$ cat src/rtl/rs_sched_pkg.sv
package rs_sched_pkg;
  localparam int NCLS = 2;
  typedef enum logic {CLS_ARITH = 1'b0, CLS_MEM = 1'b1} cls_e;
endpackage

$ cat src/rtl/rs_regstat.sv
// Register values plus rename status; two read ports with bus bypass.
module rs_regstat #(
  parameter int NREG   = 8,
  parameter int DATA_W = 16,
  parameter int TAG_W  = 2,
  localparam int REG_W = $clog2(NREG)
) (
  input  logic                        clk,
  input  logic                        rst_n,
  input  logic [1:0][REG_W-1:0]       rd_idx,
  output logic [1:0]                  rd_rdy,
  output logic [1:0][DATA_W-1:0]      rd_val,
  output logic [1:0][TAG_W-1:0]       rd_tag,
  input  logic                        ren_en,
  input  logic [REG_W-1:0]            ren_idx,
  input  logic [TAG_W-1:0]            ren_tag,
  input  logic                        bus_valid,
  input  logic [TAG_W-1:0]            bus_tag,
  input  logic [DATA_W-1:0]           bus_value
);
  logic [DATA_W-1:0] rf   [NREG];
  logic [TAG_W-1:0]  rtag [NREG];
  logic [NREG-1:0]   pend;

  always_comb begin
    for (int p = 0; p < 2; p++) begin
      rd_tag[p] = rtag[rd_idx[p]];
      if (!pend[rd_idx[p]]) begin
        rd_rdy[p] = 1'b1;
        rd_val[p] = rf[rd_idx[p]];
      end else if (bus_valid && rtag[rd_idx[p]] == bus_tag) begin
        rd_rdy[p] = 1'b1;
        rd_val[p] = bus_value;
      end else begin
        rd_rdy[p] = 1'b0;
        rd_val[p] = '0;
      end
    end
  end

  always_ff @(posedge clk or negedge rst_n) begin
    if (!rst_n) begin
      pend <= '0;
      for (int r = 0; r < NREG; r++) begin
        rf[r]   <= DATA_W'(r);
        rtag[r] <= '0;
      end
    end else begin
      for (int r = 0; r < NREG; r++) begin
        if (bus_valid && pend[r] && rtag[r] == bus_tag) begin
          rf[r]   <= bus_value;
          pend[r] <= 1'b0;
        end
        if (ren_en && ren_idx == REG_W'(r)) begin
          pend[r] <= 1'b1;
          rtag[r] <= ren_tag;
        end
      end
    end
  end
endmodule

$ cat src/rtl/rs_pick.sv
// Lowest-index selection that holds its choice until accepted.
module rs_pick #(
  parameter int N  = 2,
  parameter int IW = 1
) (
  input  logic          clk,
  input  logic          rst_n,
  input  logic [N-1:0]  req,
  input  logic          fire,
  output logic          sel_valid,
  output logic [IW-1:0] sel_idx
);
  logic          held;
  logic [IW-1:0] held_idx;

  always_comb begin
    sel_valid = 1'b0;
    sel_idx   = '0;
    if (held) begin
      sel_valid = 1'b1;
      sel_idx   = held_idx;
    end else begin
      for (int k = N - 1; k >= 0; k--) begin
        if (req[k]) begin
          sel_valid = 1'b1;
          sel_idx   = IW'(k);
        end
      end
    end
  end

  always_ff @(posedge clk or negedge rst_n) begin
    if (!rst_n) begin
      held     <= 1'b0;
      held_idx <= '0;
    end else begin
      held     <= sel_valid && !fire;
      held_idx <= sel_idx;
    end
  end
endmodule

$ cat src/rtl/rs_cdb_arb.sv
// Fixed-priority grant of the result bus, registered broadcast.
module rs_cdb_arb #(
  parameter int NREQ   = 2,
  parameter int TAG_W  = 2,
  parameter int DATA_W = 16
) (
  input  logic                     clk,
  input  logic                     rst_n,
  input  logic [NREQ-1:0]          req_valid,
  input  logic [NREQ*TAG_W-1:0]    req_tag,
  input  logic [NREQ*DATA_W-1:0]   req_value,
  output logic [NREQ-1:0]          grant,
  output logic                     bus_valid,
  output logic [TAG_W-1:0]         bus_tag,
  output logic [DATA_W-1:0]        bus_value
);
  logic [TAG_W-1:0]  win_tag;
  logic [DATA_W-1:0] win_value;

  always_comb begin
    grant     = '0;
    win_tag   = '0;
    win_value = '0;
    for (int k = NREQ - 1; k >= 0; k--) begin
      if (req_valid[k]) begin
        grant     = '0;
        grant[k]  = 1'b1;
        win_tag   = req_tag[k*TAG_W +: TAG_W];
        win_value = req_value[k*DATA_W +: DATA_W];
      end
    end
  end

  always_ff @(posedge clk or negedge rst_n) begin
    if (!rst_n) begin
      bus_valid <= 1'b0;
      bus_tag   <= '0;
      bus_value <= '0;
    end else begin
      bus_valid <= |req_valid;
      bus_tag   <= win_tag;
      bus_value <= win_value;
    end
  end
endmodule

$ cat src/rtl/rs_sched.sv
module rs_sched
  import rs_sched_pkg::*;
#(
  parameter int DATA_W  = 16,
  parameter int NREG    = 8,
  parameter int OP_W    = 4,
  parameter int N_ARITH = 2,
  parameter int N_MEM   = 2,
  localparam int NRS    = N_ARITH + N_MEM,
  localparam int TAG_W  = $clog2(NRS),
  localparam int REG_W  = $clog2(NREG)
) (
  input  logic                     clk,
  input  logic                     rst_n,
  input  logic                     iss_valid,
  output logic                     iss_ready,
  input  logic                     iss_cls,
  input  logic [OP_W-1:0]          iss_op,
  input  logic [REG_W-1:0]         iss_dst,
  input  logic [REG_W-1:0]         iss_srca,
  input  logic [REG_W-1:0]         iss_srcb,
  output logic [NCLS-1:0]          disp_valid,
  input  logic [NCLS-1:0]          disp_ready,
  output logic [NCLS*OP_W-1:0]     disp_op,
  output logic [NCLS*TAG_W-1:0]    disp_tag,
  output logic [NCLS*DATA_W-1:0]   disp_a,
  output logic [NCLS*DATA_W-1:0]   disp_b,
  input  logic [NCLS-1:0]          done_valid,
  output logic [NCLS-1:0]          done_ready,
  input  logic [NCLS*TAG_W-1:0]    done_tag,
  input  logic [NCLS*DATA_W-1:0]   done_value,
  output logic                     cdb_valid,
  output logic [TAG_W-1:0]         cdb_tag,
  output logic [DATA_W-1:0]        cdb_value
);
  localparam int MP_W = (N_MEM > 1) ? $clog2(N_MEM) : 1;

  // station state
  logic [NRS-1:0]    busy, sent, wa, wb, rdy;
  logic [TAG_W-1:0]  ta [NRS];
  logic [TAG_W-1:0]  tb [NRS];
  logic [DATA_W-1:0] va [NRS];
  logic [DATA_W-1:0] vb [NRS];
  logic [OP_W-1:0]   op [NRS];

  logic [MP_W-1:0]   mem_wr, mem_rd;
  logic              is_mem, ar_free, iss_fire;
  logic [TAG_W-1:0]  ar_idx, mem_slot, alloc_idx;
  logic [NCLS-1:0]   fire;
  logic [TAG_W-1:0]  fire_tag [NCLS];

  logic [1:0]              rd_rdy;
  logic [1:0][DATA_W-1:0]  rd_val;
  logic [1:0][TAG_W-1:0]   rd_tag;

  assign rdy = busy & ~sent & ~wa & ~wb;

  // allocation
  always_comb begin
    ar_free = 1'b0;
    ar_idx  = '0;
    for (int i = N_ARITH - 1; i >= 0; i--) begin
      if (!busy[i]) begin
        ar_free = 1'b1;
        ar_idx  = TAG_W'(i);
      end
    end
    is_mem    = (cls_e'(iss_cls) == CLS_MEM);
    mem_slot  = TAG_W'(N_ARITH) + TAG_W'(mem_wr);
    iss_ready = is_mem ? !busy[mem_slot] : ar_free;
    alloc_idx = is_mem ? mem_slot : ar_idx;
  end
  assign iss_fire = iss_valid && iss_ready;

  rs_regstat #(.NREG(NREG), .DATA_W(DATA_W), .TAG_W(TAG_W)) u_regstat (
    .clk       (clk),
    .rst_n     (rst_n),
    .rd_idx    ({iss_srcb, iss_srca}),
    .rd_rdy    (rd_rdy),
    .rd_val    (rd_val),
    .rd_tag    (rd_tag),
    .ren_en    (iss_fire),
    .ren_idx   (iss_dst),
    .ren_tag   (alloc_idx),
    .bus_valid (cdb_valid),
    .bus_tag   (cdb_tag),
    .bus_value (cdb_value)
  );

  rs_cdb_arb #(.NREQ(NCLS), .TAG_W(TAG_W), .DATA_W(DATA_W)) u_arb (
    .clk       (clk),
    .rst_n     (rst_n),
    .req_valid (done_valid),
    .req_tag   (done_tag),
    .req_value (done_value),
    .grant     (done_ready),
    .bus_valid (cdb_valid),
    .bus_tag   (cdb_tag),
    .bus_value (cdb_value)
  );

  // per-class dispatch selection
  for (genvar c = 0; c < NCLS; c++) begin : g_cls
    localparam int BASE = (c == 0) ? 0 : N_ARITH;
    localparam int CNT  = (c == 0) ? N_ARITH : N_MEM;
    localparam int IW   = (CNT > 1) ? $clog2(CNT) : 1;
    logic [CNT-1:0]   req;
    logic             sel_v;
    logic [IW-1:0]    sel_i;
    logic [TAG_W-1:0] gidx;

    if (c == 0) begin : g_any
      assign req = rdy[BASE +: CNT];
    end else begin : g_inorder
      always_comb begin
        req         = '0;
        req[mem_rd] = rdy[N_ARITH + int'(mem_rd)];
      end
    end

    rs_pick #(.N(CNT), .IW(IW)) u_pick (
      .clk       (clk),
      .rst_n     (rst_n),
      .req       (req),
      .fire      (fire[c]),
      .sel_valid (sel_v),
      .sel_idx   (sel_i)
    );

    assign gidx        = TAG_W'(BASE) + TAG_W'(sel_i);
    assign disp_valid[c] = sel_v;
    assign fire[c]     = sel_v && disp_ready[c];
    assign fire_tag[c] = gidx;
    assign disp_op[c*OP_W +: OP_W]     = op[gidx];
    assign disp_tag[c*TAG_W +: TAG_W]  = gidx;
    assign disp_a[c*DATA_W +: DATA_W]  = va[gidx];
    assign disp_b[c*DATA_W +: DATA_W]  = vb[gidx];
  end

  // memory ring pointers
  always_ff @(posedge clk or negedge rst_n) begin
    if (!rst_n) begin
      mem_wr <= '0;
      mem_rd <= '0;
    end else begin
      if (iss_fire && is_mem)
        mem_wr <= (mem_wr == MP_W'(N_MEM - 1)) ? '0 : mem_wr + 1'b1;
      if (fire[1])
        mem_rd <= (mem_rd == MP_W'(N_MEM - 1)) ? '0 : mem_rd + 1'b1;
    end
  end

  // station update: release, wake-up, dispatch, issue
  always_ff @(posedge clk or negedge rst_n) begin
    if (!rst_n) begin
      busy <= '0;
      sent <= '0;
      wa   <= '0;
      wb   <= '0;
      for (int i = 0; i < NRS; i++) begin
        ta[i] <= '0;
        tb[i] <= '0;
        va[i] <= '0;
        vb[i] <= '0;
        op[i] <= '0;
      end
    end else begin
      for (int i = 0; i < NRS; i++) begin
        if (cdb_valid && cdb_tag == TAG_W'(i))
          busy[i] <= 1'b0;
        if (busy[i] && wa[i] && cdb_valid && ta[i] == cdb_tag) begin
          va[i] <= cdb_value;
          wa[i] <= 1'b0;
        end
        if (busy[i] && wb[i] && cdb_valid && tb[i] == cdb_tag) begin
          vb[i] <= cdb_value;
          wb[i] <= 1'b0;
        end
        for (int c = 0; c < NCLS; c++)
          if (fire[c] && fire_tag[c] == TAG_W'(i))
            sent[i] <= 1'b1;
        if (iss_fire && alloc_idx == TAG_W'(i)) begin
          busy[i] <= 1'b1;
          sent[i] <= 1'b0;
          op[i]   <= iss_op;
          wa[i]   <= !rd_rdy[0];
          ta[i]   <= rd_tag[0];
          va[i]   <= rd_val[0];
          wb[i]   <= !rd_rdy[1];
          tb[i]   <= rd_tag[1];
          vb[i]   <= rd_val[1];
        end
      end
    end
  end
endmodule

$ cat config.mk
export PLATFORM = sky130hd
export DESIGN_NAME = rs_sched
export DESIGN_NICKNAME = d
export VERILOG_FILES = /design/src/rtl/rs_sched_pkg.sv /design/src/rtl/rs_regstat.sv /design/src/rtl/rs_pick.sv /design/src/rtl/rs_cdb_arb.sv /design/src/rtl/rs_sched.sv
export SDC_FILE = /design/constraint.sdc
export NUM_CORES = 1
export LEC_CHECK = 0
export BUFFER_PORTS_ARGS = -buffer_cell sky130_fd_sc_hd__buf_4
export CELL_PAD_IN_SITES_DETAIL_PLACEMENT = 1
export CELL_PAD_IN_SITES_GLOBAL_PLACEMENT = 1
export CORE_ASPECT_RATIO = 1.2
export CORE_UTILIZATION = 45
export CTS_CLUSTER_SIZE = 25
export DETAILED_ROUTE_END_ITERATION = 8
export PLACE_DENSITY = 0.84
export SETUP_SLACK_MARGIN = 0.02
export SKIP_LAST_GASP = 1
export SLEW_MARGIN = 10
export SYNTH_ARGS = -nofsm -noshare
export SYNTH_HDL_FRONTEND = slang
export SYNTH_SLANG_ARGS = --single-unit
$ cat constraint.sdc
create_clock -name clk -period 2.85 [get_ports clk]
set_input_delay 0.1425 -clock clk [delete_from_list [all_inputs] [get_ports clk]]
set_output_delay 0.1425 -clock clk [all_outputs]
set_load 0.1 [all_outputs]
Yosys cells after proc, flatten, opt, wreduce, memory -nomap -nowiden --
Cells that the tools add are included.
Cells by class: $mul 0, equal/unequal tests 34, shift-type cells 0, reduce and logical (&&, ||, !) cells 106, multiplexer cells 139, $add $sub $neg 5, magnitude comparators 10, divide/modulo/power cells 0, bitwise logic cells 11
Operator list (count):
- 2-to-1 mux 16 bit | 34
- binary-select mux 16 bit (select 2 bit) | 4
- binary-select mux 16 bit (select 3 bit) | 2
- 2-to-1 mux 1 bit | 77
- logical AND 1 bit | 71
- nonzero test 2 bit | 22
- == test 2 bit | 18
- 2-to-1 mux 2 bit | 9
- binary-select mux 4 bit (select 2 bit) | 2
- 2-to-1 mux 4 bit | 4
- AND 4 bit | 3
- binary-select mux 2 bit (select 3 bit) | 2
- == test 2 bit (second input constant) | 6
- == test 3 bit (second input constant) | 4
- NOT 4 bit | 3
- >= comparator 4 bit (second input constant) | 2
- zero test 2 bit | 4
- less-than comparator 3 x 4 -> 1 bit (second input constant) | 2
- NOT 3 -> 4 bit | 2
- binary-select mux 1 bit (select 3 bit) | 2
- == test 2 x 1 -> 1 bit (second input constant) | 3
- == test 3 x 2 -> 1 bit (second input constant) | 2
- >= comparator 3 bit (second input constant) | 2
- nonzero test 3 bit | 2
- other kinds (16) | 23
Word-level totals: input port bits 57, memories kept 0, logic and storage cells 374, memory bits (read-only) 0, bits in latches 0, RAM bits 0, flip-flop bits (word level) 353

Depth between registers and ports, before layout --
Gate-level depths: netlist of run 1.
depth after elaboration 16, mapped depth 9

Cells and area by module --
A second synthesis of run 1 with hierarchy kept.
Second synthesis, totals: cell total of the unflattened synthesis 1753, area total of the unflattened synthesis 19583.8 µm²
Modules (own cells, without submodules):
- rs_sched | area an instance 10082.2 µm², instances 1, cells each 1081
- rs_regstat | area an instance 8627.0 µm², instances 1, cells each 612
- rs_cdb_arb | area an instance 691.9 µm², instances 1, cells each 46
- rs_pick | area an instance 91.3 µm², instances 2, cells each 7

Least setup slack after synthesis of run 1 --
OpenSTA, ideal clock, no wires.
path kind reg-to-reg, start reg u_arb.bus_valid, end reg u_regstat.rf[70] in the netlist's numbering, arrival 2731 ps, cell stages (with the launch flop) 6, library setup time 125 ps, slack -6 ps, path buffers 2, cell sequence dfrtp_1 buf_2 clkinv_1 nor4_4 buf_4 mux2_2
Between the ends: longest elaborated chain between the ends 2
Ends and longest elaborated chain:
- start: declaration | line rs_cdb_arb.sv:13 | output logic bus_valid,
- start signal: assignment | line rs_cdb_arb.sv:40 | bus_valid <= |req_valid;
- logical AND 1 bit (2 in series) | line rs_regstat.sv:50 | if (bus_valid && pend[r] && rtag[r] == bus_tag) begin
- end signal: indexed assignment | line rs_regstat.sv:45 | rf[r] <= DATA_W'(r);
- end signal: indexed assignment | line rs_regstat.sv:51 | rf[r] <= bus_value;
- end: declaration | line rs_regstat.sv:21 | logic [DATA_W-1:0] rf [NREG];
No other way between the ends. A chain may end at the register's enable or synchronous reset.

Final worst setup path of run 1 --
start reg wa[1], end out disp_b[14]
Between the ends: longest elaborated chain between the ends 10
Ends and longest elaborated chain:
- start: declaration | line rs_sched.sv:39 | logic [NRS-1:0] busy, sent, wa, wb, rdy;
- start signal: indexed assignment | line rs_sched.sv:186 | wa[i] <= !rd_rdy[0];
- NOT 4 bit | line rs_sched.sv:56 | assign rdy = busy & ~sent & ~wa & ~wb;
- AND 4 bit (2 in series) | line rs_sched.sv:56
- 2-to-1 mux 1 bit (2 in series) | line rs_pick.sv:24 | if (req[k]) begin
- 2-to-1 mux 1 bit | line rs_pick.sv:19 | if (held) begin
- NOT 1 -> 3 bit (implied by the code) | line rs_sched.sv:137 | assign disp_b[c*DATA_W +: DATA_W] = vb[gidx];
- binary-select mux 16 bit (select 2 bit) | line rs_sched.sv:137
- 2-to-1 mux 16 bit (implied by the code) (2 in series) | line rs_sched.sv:137
- end: declaration | line rs_sched.sv:27 | output logic [NCLS*DATA_W-1:0] disp_b,
No other way between the ends. The select of a mux whose other input is x is not followed.

==> run summary, run 1 <==
Post-route setup slack = 16.7 ps
Fin crit share = 99.4%
Maximum clock frequency = 0.353 GHz
Post-synth cell types = 61
Max IR drop VDD = 0.866 mV
Setup TNS = 0 ps
Synth Instances = 1592
CTS buffer count = 37
Drt pass-1 iters = 5
Port buffer count = 154
Total of max-cap violations = 0
Total number of clock tree sinks = 353
Via count = 15900
Setup CP Type = reg -> out
RSZ-0062 raised after global routing = true
Register area share after synthesis = 47.2%
Vias per cell = 6.92
Worst setup path endpoint = disp_b[14]
CTS root buf = clkbuf_16
Initial detailed-routing violation count = 1765
H-tree depth = 2
Fraction of layout cells with a size suffix above 1 = 34.9%
Clock Pin Slew Worst Setup and Hold Paths = 60 ps
Cell with the most instances after synthesis = dfrtp_1
Start of the worst register-to-register path = u_arb.bus_tag[1]
Chip height = 226 um
Slew margin rel. = 35.0%
Status = finished clean
Delay-heaviest family, CP = buffers and inverters
Net Count, Synth = 1649
Grt ovf = 0
Yosys top cell by area = dfrtp_1
DRT Wirelength = 72300 um
Critical path buffer and inverter count = 2
Final ANT Viol Nets = 0
Final core occ = 54.3%
P&R area growth vs syn = 18.5%
Nets = 1801
WP data arrival = 2690 ps
Crit end category = output port
CTS tree = built
GP Congestion = 0.910
Dpl hpwl = 42900 um
Synth Cell Area = 0.0188 mm2
Warnings, synthesis = 0
Async set or reset register ratio after synthesis = 100%
Final setup violation count = 0
CP max FO = 31
Tot GR Track Use = 34.3%
FP Rows = 81
Setup Fix Bufs, Post-CTS = 0
Hold WC Path Type = in -> reg
Initial antenna violation count = 0
Global-route wire length before repair = 110000 um
Flops & latches, synth = 353
Pre-CTS WS = 362 ps
Final Skew = 14.4 ps
Vias in the first global route = 17300
Num ports = 157
Reg2Reg Capture Point = vb[13]
LEAKAGE = 9.57 nW
Critical path cell sequence = nor4b_2 -> a22o_2 -> buf_12 -> mux2_2 -> buf_4
CP max-delay cell = dfrtp_1
Wire per inst = 31.3 um
Synth cell count leaders = dfrtp_1 (341), mux2_2 (214), nand2_1 (114)
Mapped Avg Cell Area = 11.8 um2
Critical path required time = 2710 ps
Starting density of the core = 45.8%
Tightest Pin Transition = 971 ps
Largest net degree at the start of global routing = 89
R2R Setup Slk = 180 ps
Clock latency on the worst-skew pair = 550 ps
Final Max Slew Viols = 0
Synth area leaders = dfrtp_1 (46%), mux2_2 (13%), mux4_2 (8.6%), a221oi_1 (4.8%), o31ai_1 (2.6%)
Critical Path Start = wa[1]
Core Footprint = 0.0409 mm2
# DRC = 0
Clk buf depth = 3
Post-synth EDFFs = 0
Post-layout min period = 2830 ps
WP depth = 5
Top FF cell, synth = dfrtp_1
Post-synth top area share = 45.5%
Final Hold Fails = 0
Depth of the worst register-to-register path = 6
Slowest Stage Delay on Critical Path = 460 ps
Die ar. = 0.0425 mm2
ANT cells = 0
P per Cell Area = 1280 mW/mm2
DIE WIDTH = 188 um
Worst setup SP type = flop
-- flip-flops by register name, summed over array words and instances (netlist names) --
signal                 flops
vb                        64
g_cls.u_pick.held_idx      2
u_regstat.rtag            16
wa                         4
mem_rd                     1
u_regstat.pend             8
g_cls.u_pick.held          2
u_arb.bus_tag              2
wb                         4
busy                       4
tb                         8
u_regstat.rf             128
u_arb.bus_valid            1
sent                       4
mem_wr                     1
op                        16
va                        64
ta                         8
u_arb.bus_value           16
-- cell families after synthesis --
family                 Yosys count  synth area share, %
AO/OA/AOI/OAI                  331                 13.5
AND/OR/NAND/NOR                348                 8.80
other                            2               0.0401
multiplexers                   335                 24.2
flip-flops                     353                 47.2
XOR/XNOR                        35                 1.73
buffers and inverters          188                 4.50
-- layout make-up --
type                       count  area (um2)
clock inverter                 5         103
multi-input combinational   1052        9130
sequential                   353        8850
timing repair buffer         274        2300
fill                        4135       18700
clock buffer                  57        1070
tap                          539         674
inverter                      26        97.6
-- how the worst min path moves through the flow --
stage                     cells after the start  slack [ps]                  to        from
after floorplan                               0        -150             busy[0]       rst_n
after global placement                        1         220  u_regstat.rtag[15]       rst_n
after detailed placement                      1         220  u_regstat.rtag[15]       rst_n
after CTS                                     2           1   u_regstat.rtag[7]     iss_cls
after global routing                          2          30   u_regstat.rtag[3]     iss_cls
final                                         3          20   u_regstat.pend[5]  iss_dst[1]
-- metal layers --
metal	vias to the layer above	wire, um	global-route usage (%)
met5	-	0	0
li1	6268	-	-
met1	8232	26400	42.0
met2	1127	35200	56.1
met3	320	6400	6.95
met4	0	4270	20.9
-- report_power, final --
group	total (W)	leakage (nW)	internal (W)	switching, W
logic	0.0145	4.52	0.00475	0.00976
clock network	0.00499	0.568	0.00285	0.00214
registers	0.00905	4.48	0.00715	0.00190
-- worst register-to-register path, stage by stage, from the launching register on --
cell	delay [ps]
dfrtp_1	710
buf_4	280
xnor2_1	150
nand4_1	160
and2_1	460
a221oi_1	550
o31ai_2	200
-- through the flow --
step                power [W]  instances  hold slack (ps)  instance area [um2]
CTS                    0.0278       2305             1.25                22200
detailed placement     0.0226       2199              221                20500
global route           0.0293       2306             29.9                22200
finish                 0.0286       2306             24.2                22200
floorplan              0.0191       1592             -153                18800
global placement       0.0219       2199              221                20500
-- placed cells by master, fill, tap and decap left out, drive strengths merged, types with 4 or more instances in the layout --
| cell type | netlist | layout |
|---|---|---|
| and2 | 7 | 7 |
| inv | 25 | 25 |
| a22oi | 26 | 26 |
| nor3 | 48 | 48 |
| a22o | 19 | 19 |
| xor2 | 24 | 24 |
| mux4 | 72 | 72 |
| nand2 | 114 | 114 |
| o21ai | 66 | 66 |
| clkbuf | 106 | 57 |
| mux2i | 42 | 42 |
| a32o | 4 | 4 |
| dlygate4sd3 | 0 | 44 |
| nor4 | 6 | 6 |
| nand3 | 24 | 24 |
| nor2b | 4 | 4 |
| xnor2 | 11 | 11 |
| o211ai | 30 | 30 |
| mux2 | 221 | 221 |
| nand3b | 4 | 4 |
| or2 | 4 | 4 |
| dfrtp | 341 | 341 |
| dfstp | 12 | 12 |
| nand2b | 4 | 4 |
| a221oi | 103 | 103 |
| o31ai | 64 | 64 |
| nor2 | 114 | 114 |
| buf | 56 | 230 |
-- repair_timing --
action | in CTS | in global routing
setup endpoints to repair | 40 | 72
hold buffers | 44 | 0
gates cloned | 0 | 1
endpoints found under the hold margin | 118 | 0
gates resized for setup | 3 | 8
No activity file was read; power rests on OpenSTA's default activity.
==> inputs of run 2 (changes only) <==
Settings changed: CORE_UTILIZATION 45 to 35, PLACE_DENSITY 0.84 to 0.7.
==> run 2 against run 1 <==
- via count decreased by 6.5%
- hold slack improved by 140 ps
- largest power group unchanged
- critical path depth increased by 1
- maximum frequency increased by 3.8%
- first-iteration DRC count decreased by 39%
==> run summary, run 2 (same netlist as run 1, synthesis figures left out) <==
Status = finished clean
Clock Pin Slew Worst Setup and Hold Paths = 60 ps (about the same)
Slowest Stage Delay on Critical Path = 500 ps (+40 ps)
Hold WC Path Type = in -> reg
Wire per inst = 26.8 um (-15%)
ANT cells = 0 (unchanged)
Total power = 0.0281 W (-1.6%)
GP Congestion = 0.888 (-2.4%)
Initial antenna violation count = 0 (unchanged)
Num ports = 157 (unchanged)
Vias in the first global route = 16200 (-6.2%)
Critical path buffer and inverter count = 2 (unchanged)
Final setup violation count = 0 (unchanged)
Post-layout instance area = 0.0226 mm2 (+1.9%)
H-tree depth = 2 (unchanged)
CTS tree = built
FP Rows = 92 (+14%)
Start of the worst register-to-register path = u_regstat.rtag[0]
Worst setup SP type = flop
P&R area growth vs syn = 20.8%
Largest net degree at the start of global routing = 69 (-22%)
Tot GR Track Use = 24.9% (-9.4 points)
Delay-heaviest family, CP = buffers and inverters
WP data arrival = 2590 ps (-100 ps)
Top flop regs = u_regstat.rf: 128 flops, va: 64 flops, vb: 64 flops
Fin crit share = 95.8% (-3.6 points)
Nets = 1813 (+0.67%)
DRT Wirelength = 66700 um (-7.8%)
Final Skew = 16.6 ps (+2.13 ps)
Total number of clock tree sinks = 353 (unchanged)
Final core occ = 42.9% (-11 points)
Dpl hpwl = 43700 um (+1.9%)
LEAKAGE = 9.69 nW (+1.3%)
Port buffer count = 154 (unchanged)
Critical Path Start = busy[0]
R2R Setup Slk = 320 ps (+140 ps)
Core Footprint = 0.0527 mm2 (+29%)
CP max-delay cell = dfrtp_1
Clock latency on the worst-skew pair = 550 ps (about the same)
CP most frequent cell = buf_4
CP max FO = 17 (-45%)
# DRC = 0 (unchanged)
Post-layout min period = 2730 ps (-103 ps)
Tightest Pin Transition = 991 ps (+19.8 ps)
Via count = 14900 (-6.5%)
Chip height = 256 um (+13%)
CTS root buf = clkbuf_16
Grt ovf = 0 (unchanged)
Final Max Slew Viols = 0 (unchanged)
Critical path cell sequence = nor4b_2 -> nor2_1 -> a22o_4 -> buf_4 -> mux2_2 -> buf_4
Vias per cell = 5.99 (-13%)
Setup Fix Bufs, Post-CTS = 0 (unchanged)
Largest reg by FF count = u_regstat.rf
CTS buffer count = 38 (+2.7%)
Crit end category = output port
P per Cell Area = 1240 mW/mm2 (-3.4%)
Critical path required time = 2710 ps (about the same)
Maximum clock frequency = 0.366 GHz (+3.8%)
Global-route wire length before repair = 104000 um (-5.9%)
Placed cell area = 0.0208 mm2 (+1.3%)
Final Hold Fails = 0 (unchanged)
Final ANT Viol Nets = 0 (unchanged)
Clk buf depth = 3 (unchanged)
Total of max-cap violations = 0 (unchanged)
Setup TNS = 0 ps (unchanged)
Initial detailed-routing violation count = 1079 (-39%)
Starting density of the core = 35.6% (-10 points)
Most frequent cells in the layout = dfrtp_1 (340), buf_4 (222), mux2_2 (214)
DIE WIDTH = 213 um (+13%)
Max IR drop VDD = 0.805 mV (-7.1%)
Min-Delay Startpoint = done_valid[0]
Fraction of layout cells with a size suffix above 1 = 35.4% (+0.45 points)
Number of flip-flops in the largest register = 128 (unchanged)
Drt pass-1 iters = 5 (unchanged)
Die ar. = 0.0545 mm2 (+28%)
Most common cell after layout, fill and taps aside = dfrtp_1
Setup CP Type = reg -> out
Slew margin rel. = 34.0% (-1.0 points)
RSZ-0062 raised after global routing = false
## run 2: cell count changes in the layout (fill, tap and decap cells not counted), moves of 3 or more
cell           delta
buf_4             +5
buf_6             -3
clkbuf_1          -5
clkbuf_8          +3
clkinv_2          +6
dlygate4sd3_1     +6
## run 2: repair_timing
action,in CTS,in global routing
gates cloned,2,0
endpoints found under the hold margin,115,0
hold buffers,50,0
pin swaps,0,0
setup endpoints to repair,71,25
resized for setup,5,1
## run 2: path summary, 6_finish.rpt
check / endpoint / cells after the start
max in group asynchronous: vb[55] / 3
min in group asynchronous: u_arb.bus_tag[0] / 2
hold reg to reg: op[2] / 2
setup reg to reg: vb[29] / 6
setup / recovery: disp_b[9] / 6
hold / removal: u_arb.bus_valid / 2
## run 2: cell type report
type                    count  area, um2
flip-flops and latches    353       8850
clock buffers              57       1140
well taps                 705        882
repair buffers            284       2400
clock inverters            11        134
fillers                  5686      30100
multi-input cells        1053       9130
inverters                  26       97.6
## run 2: per-stage QoR
stage | hold WS (ps) | worst slack, ps | std cells
6_report | 161 | 119 | 2489
5_1_grt | 151 | 28.8 | 2489
4_1_cts | 110 | 66.8 | 2489
3_5_place_dp | 178 | 329 | 2369
3_3_place_gp | 165 | 336 | 2369
2_1_floorplan | -153 | 57.5 | 1592
## run 2: report_power, final
part	leakage [nW]	internal [W]	switching (W)
Sequential	4.48	0.00715	0.00169
Clock	0.636	0.00305	0.00210
Combinational	4.57	0.00475	0.00936
Total	9.69	0.0149	0.0132
## run 2: routing by layer
| layer | up-vias | global-route usage, % | wire length, um |
|---|---|---|---|
| met1 | 7949 | 32.0 | 27400 |
| li1 | 6292 | - | - |
| met2 | 521 | 41.3 | 33100 |
| met5 | - | 0 | 0 |
| met4 | 0 | 11.1 | 2900 |
| met3 | 154 | 3.74 | 3340 |
==> inputs of run 3 (changes only) <==
Settings changed: BUFFER_PORTS_ARGS -buffer_cell sky130_fd_sc_hd__buf_4 to default, DONT_BUFFER_PORTS from default to 1, PLACE_DENSITY 0.7 to 0.67.
==> run 3 against run 2 <==
- worst setup slack lost 53 ps
- largest power group unchanged
- register-to-register slack is essentially flat
- power grew 1.3%
- non-clock buffer count shrank 108
- global-route usage shrank 0.21 points
- critical path type unchanged
- hold slack lost 830 ps
- cell count shrank 4.0%
- the run now ends with hold timing left
- combinational power is essentially flat
- clock skew shrank 1.5 ps
- first-iteration DRC count grew 25%
==> run summary, run 3 (same netlist as run 1, synthesis figures left out) <==
Post-Place Cells = 2253 (-4.9%)
Drt pass-1 iters = 7 (+2)
WP data arrival = 2640 ps (+50 ps)
R2R Setup Slk = 330 ps (about the same)
# DRC = 0 (unchanged)
Die ar. = 0.0545 mm2 (unchanged)
Via count = 14400 (-3.5%)
Initial detailed-routing violation count = 1352 (+25%)
Core Footprint = 0.0527 mm2 (unchanged)
Largest reg by FF count = u_regstat.rf
Start of the worst register-to-register path = u_arb.bus_valid
Number of flip-flops in the largest register = 128 (unchanged)
Global-route wire length before repair = 101000 um (-2.3%)
P&R area growth vs syn = 18.3%
Vias per cell = 6.03 (+0.58%)
Starting density of the core = 35.6% (unchanged)
Total number of clock tree sinks = 353 (unchanged)
Most frequent cells in the layout = dfrtp_1 (338), mux2_2 (193), nand2_1 (114)
CTS tree = built
Depth of the worst register-to-register path = 4 (-2)
Most common cell after layout, fill and taps aside = dfrtp_1
CP max FO = 20 (+3)
Critical path buffer and inverter count = 2 (unchanged)
Clock Pin Slew Worst Setup and Hold Paths = 60 ps (about the same)
Final Skew = 15.1 ps (-1.48 ps)
Tightest Pin Transition = 1300 ps (+307 ps)
Largest net degree at the start of global routing = 354 (+410%)
Chip height = 256 um (unchanged)
Num ports = 157 (unchanged)
Crit end category = output port
DRT Wirelength = 67300 um (+0.91%)
Delay-heaviest family, CP = flip-flops
Setup CP Type = reg -> out
Status = complete, but fails checks
Hold WC Path Type = in -> async
Initial antenna violation count = 2 (+2)
Tot GR Track Use = 24.7% (-0.21 points)
Post-layout min period = 2780 ps (+52.7 ps)
LEAKAGE = 9.33 nW (-3.7%)
CTS root buf = clkbuf_16
Final Hold Fails = 351 (+351)
Maximum clock frequency = 0.359 GHz (-1.9%)
Total power = 0.0285 W (+1.3%)
Port buffer count = 0 (-100%)
DIE WIDTH = 213 um (unchanged)
Vias in the first global route = 15600 (-3.7%)
Grt ovf = 0 (unchanged)
Critical path required time = 2710 ps (about the same)
Total of max-cap violations = 0 (unchanged)
Hold_buf cts = 56 (+12%)
P per Cell Area = 1280 mW/mm2 (+3.4%)
Wire per inst = 28.2 um (+5.1%)
Setup TNS = 0 ps (unchanged)
CTS buffer count = 39 (+2.6%)
Final setup violation count = 0 (unchanged)
Clock latency on the worst-skew pair = 550 ps (about the same)
Clk buf depth = 3 (unchanged)
Fin crit share = 97.7% (+1.8 points)
Slew margin rel. = 13.5% (-20 points)
Nets = 1708 (-5.8%)
Fraction of layout cells with a size suffix above 1 = 31.5% (-3.9 points)
Reg2Reg Capture Point = va[22]
Hold slack final = -672 ps (-833 ps)
Violations in the final reports = hold timing
CP max-delay cell = dfrtp_1
Critical path cell sequence = nor4b_4 -> buf_4 -> a22o_4 -> mux2_2 -> buf_12
Slowest Stage Delay on Critical Path = 450 ps (-50 ps)
H-tree depth = 2 (unchanged)
Final Max Slew Viols = 0 (unchanged)
Top flop regs = u_regstat.rf: 128 flops, va: 64 flops, vb: 64 flops
Worst setup SP type = flop
Dpl hpwl = 41700 um (-4.6%)
Final ANT Viol Nets = 0 (unchanged)
RSZ-0062 raised after global routing = false
Max IR drop VDD = 0.751 mV (-6.7%)
Final Non-Filler Cells = 2389 (-4.0%)
FP Rows = 92 (unchanged)
GP Congestion = 0.834 (-6.1%)
==> run 3: cell types whose count changed in the layout (fill, tap and decap cells not counted), sizes merged, moves of 2 or more <==
| cell | delta |
|---|---|
| clkbuf | -2 |
| a22o | +2 |
| dlygate4sd3 | +5 |
| diode | +3 |
| inv | +2 |
| buf | -113 |
==> run 3: power by group <==
part	total (W)	internal (W)	leakage, nW	switching, W
clock network	0.00535	0.00317	0.667	0.00218
logic	0.0142	0.00501	4.19	0.00918
registers	0.00892	0.00715	4.48	0.00177
total	0.0285	0.0153	9.33	0.0131
==> run 3: routing by layer <==
layer,routed length [um],global-route usage (%),vias up
met5,0,0,-
met4,3050,11.4,0
met3,3290,3.31,156
met2,33500,41.3,507
met1,27500,31.5,7634
li1,-,-,6103
==> run 3: area by class of cell <==
cell class / instances / area, um2
Clock buffer: 55 / 1150
Timing Repair Buffer: 176 / 1730
Sequential cell: 353 / 8850
Inverter: 26 / 97.6
Antenna cell: 3 / 7.51
Multi-Input combinational cell: 1055 / 9270
Tap cell: 705 / 882
Clock inverter: 16 / 194
Fill cell: 5592 / 30500
==> run 3: repair_timing <==
action,CTS,global route
setup buffers,2,0
endpoints found under the hold margin,429,353
gates resized for setup,28,3
gates cloned,3,1
endpoints found under the setup margin,73,34
pin swaps,2,0
==> run 3: metrics by stage <==
stage | util, % | cell area (um2) | hold WS, ps | setup slack, ps
after floorplan | - | 18800 | -153 | 57.5
after global placement | 38.1 | 20100 | -119 | 461
after detailed placement | 38.1 | 20100 | -119 | 364
after CTS | 42.0 | 22100 | -703 | 9.65
after global routing | 42.1 | 22200 | -698 | 31.8
final | 42.1 | 22200 | -672 | 66.6
==> run 3: worst register-to-register path, stage by stage, from the launching register on <==
cell and delay, ps:
dfrtp_2 480, clkinv_1 470, a311oi_4 600, o211ai_4 450, o31ai_1 410
==> run 3: how the worst max path moves through the flow <==
stage	start	to	slack, ps	cells past startpoint
after floorplan	u_arb.bus_tag[0]	u_regstat.rf[23]	60	7
after global placement	wa[1]	disp_b[2]	460	4
after detailed placement	u_arb.bus_valid	va[8]	360	4
after CTS	busy[3]	disp_op[5]	10	4
after global routing	busy[3]	disp_a[28]	30	5
final	wa[1]	disp_b[0]	70	5
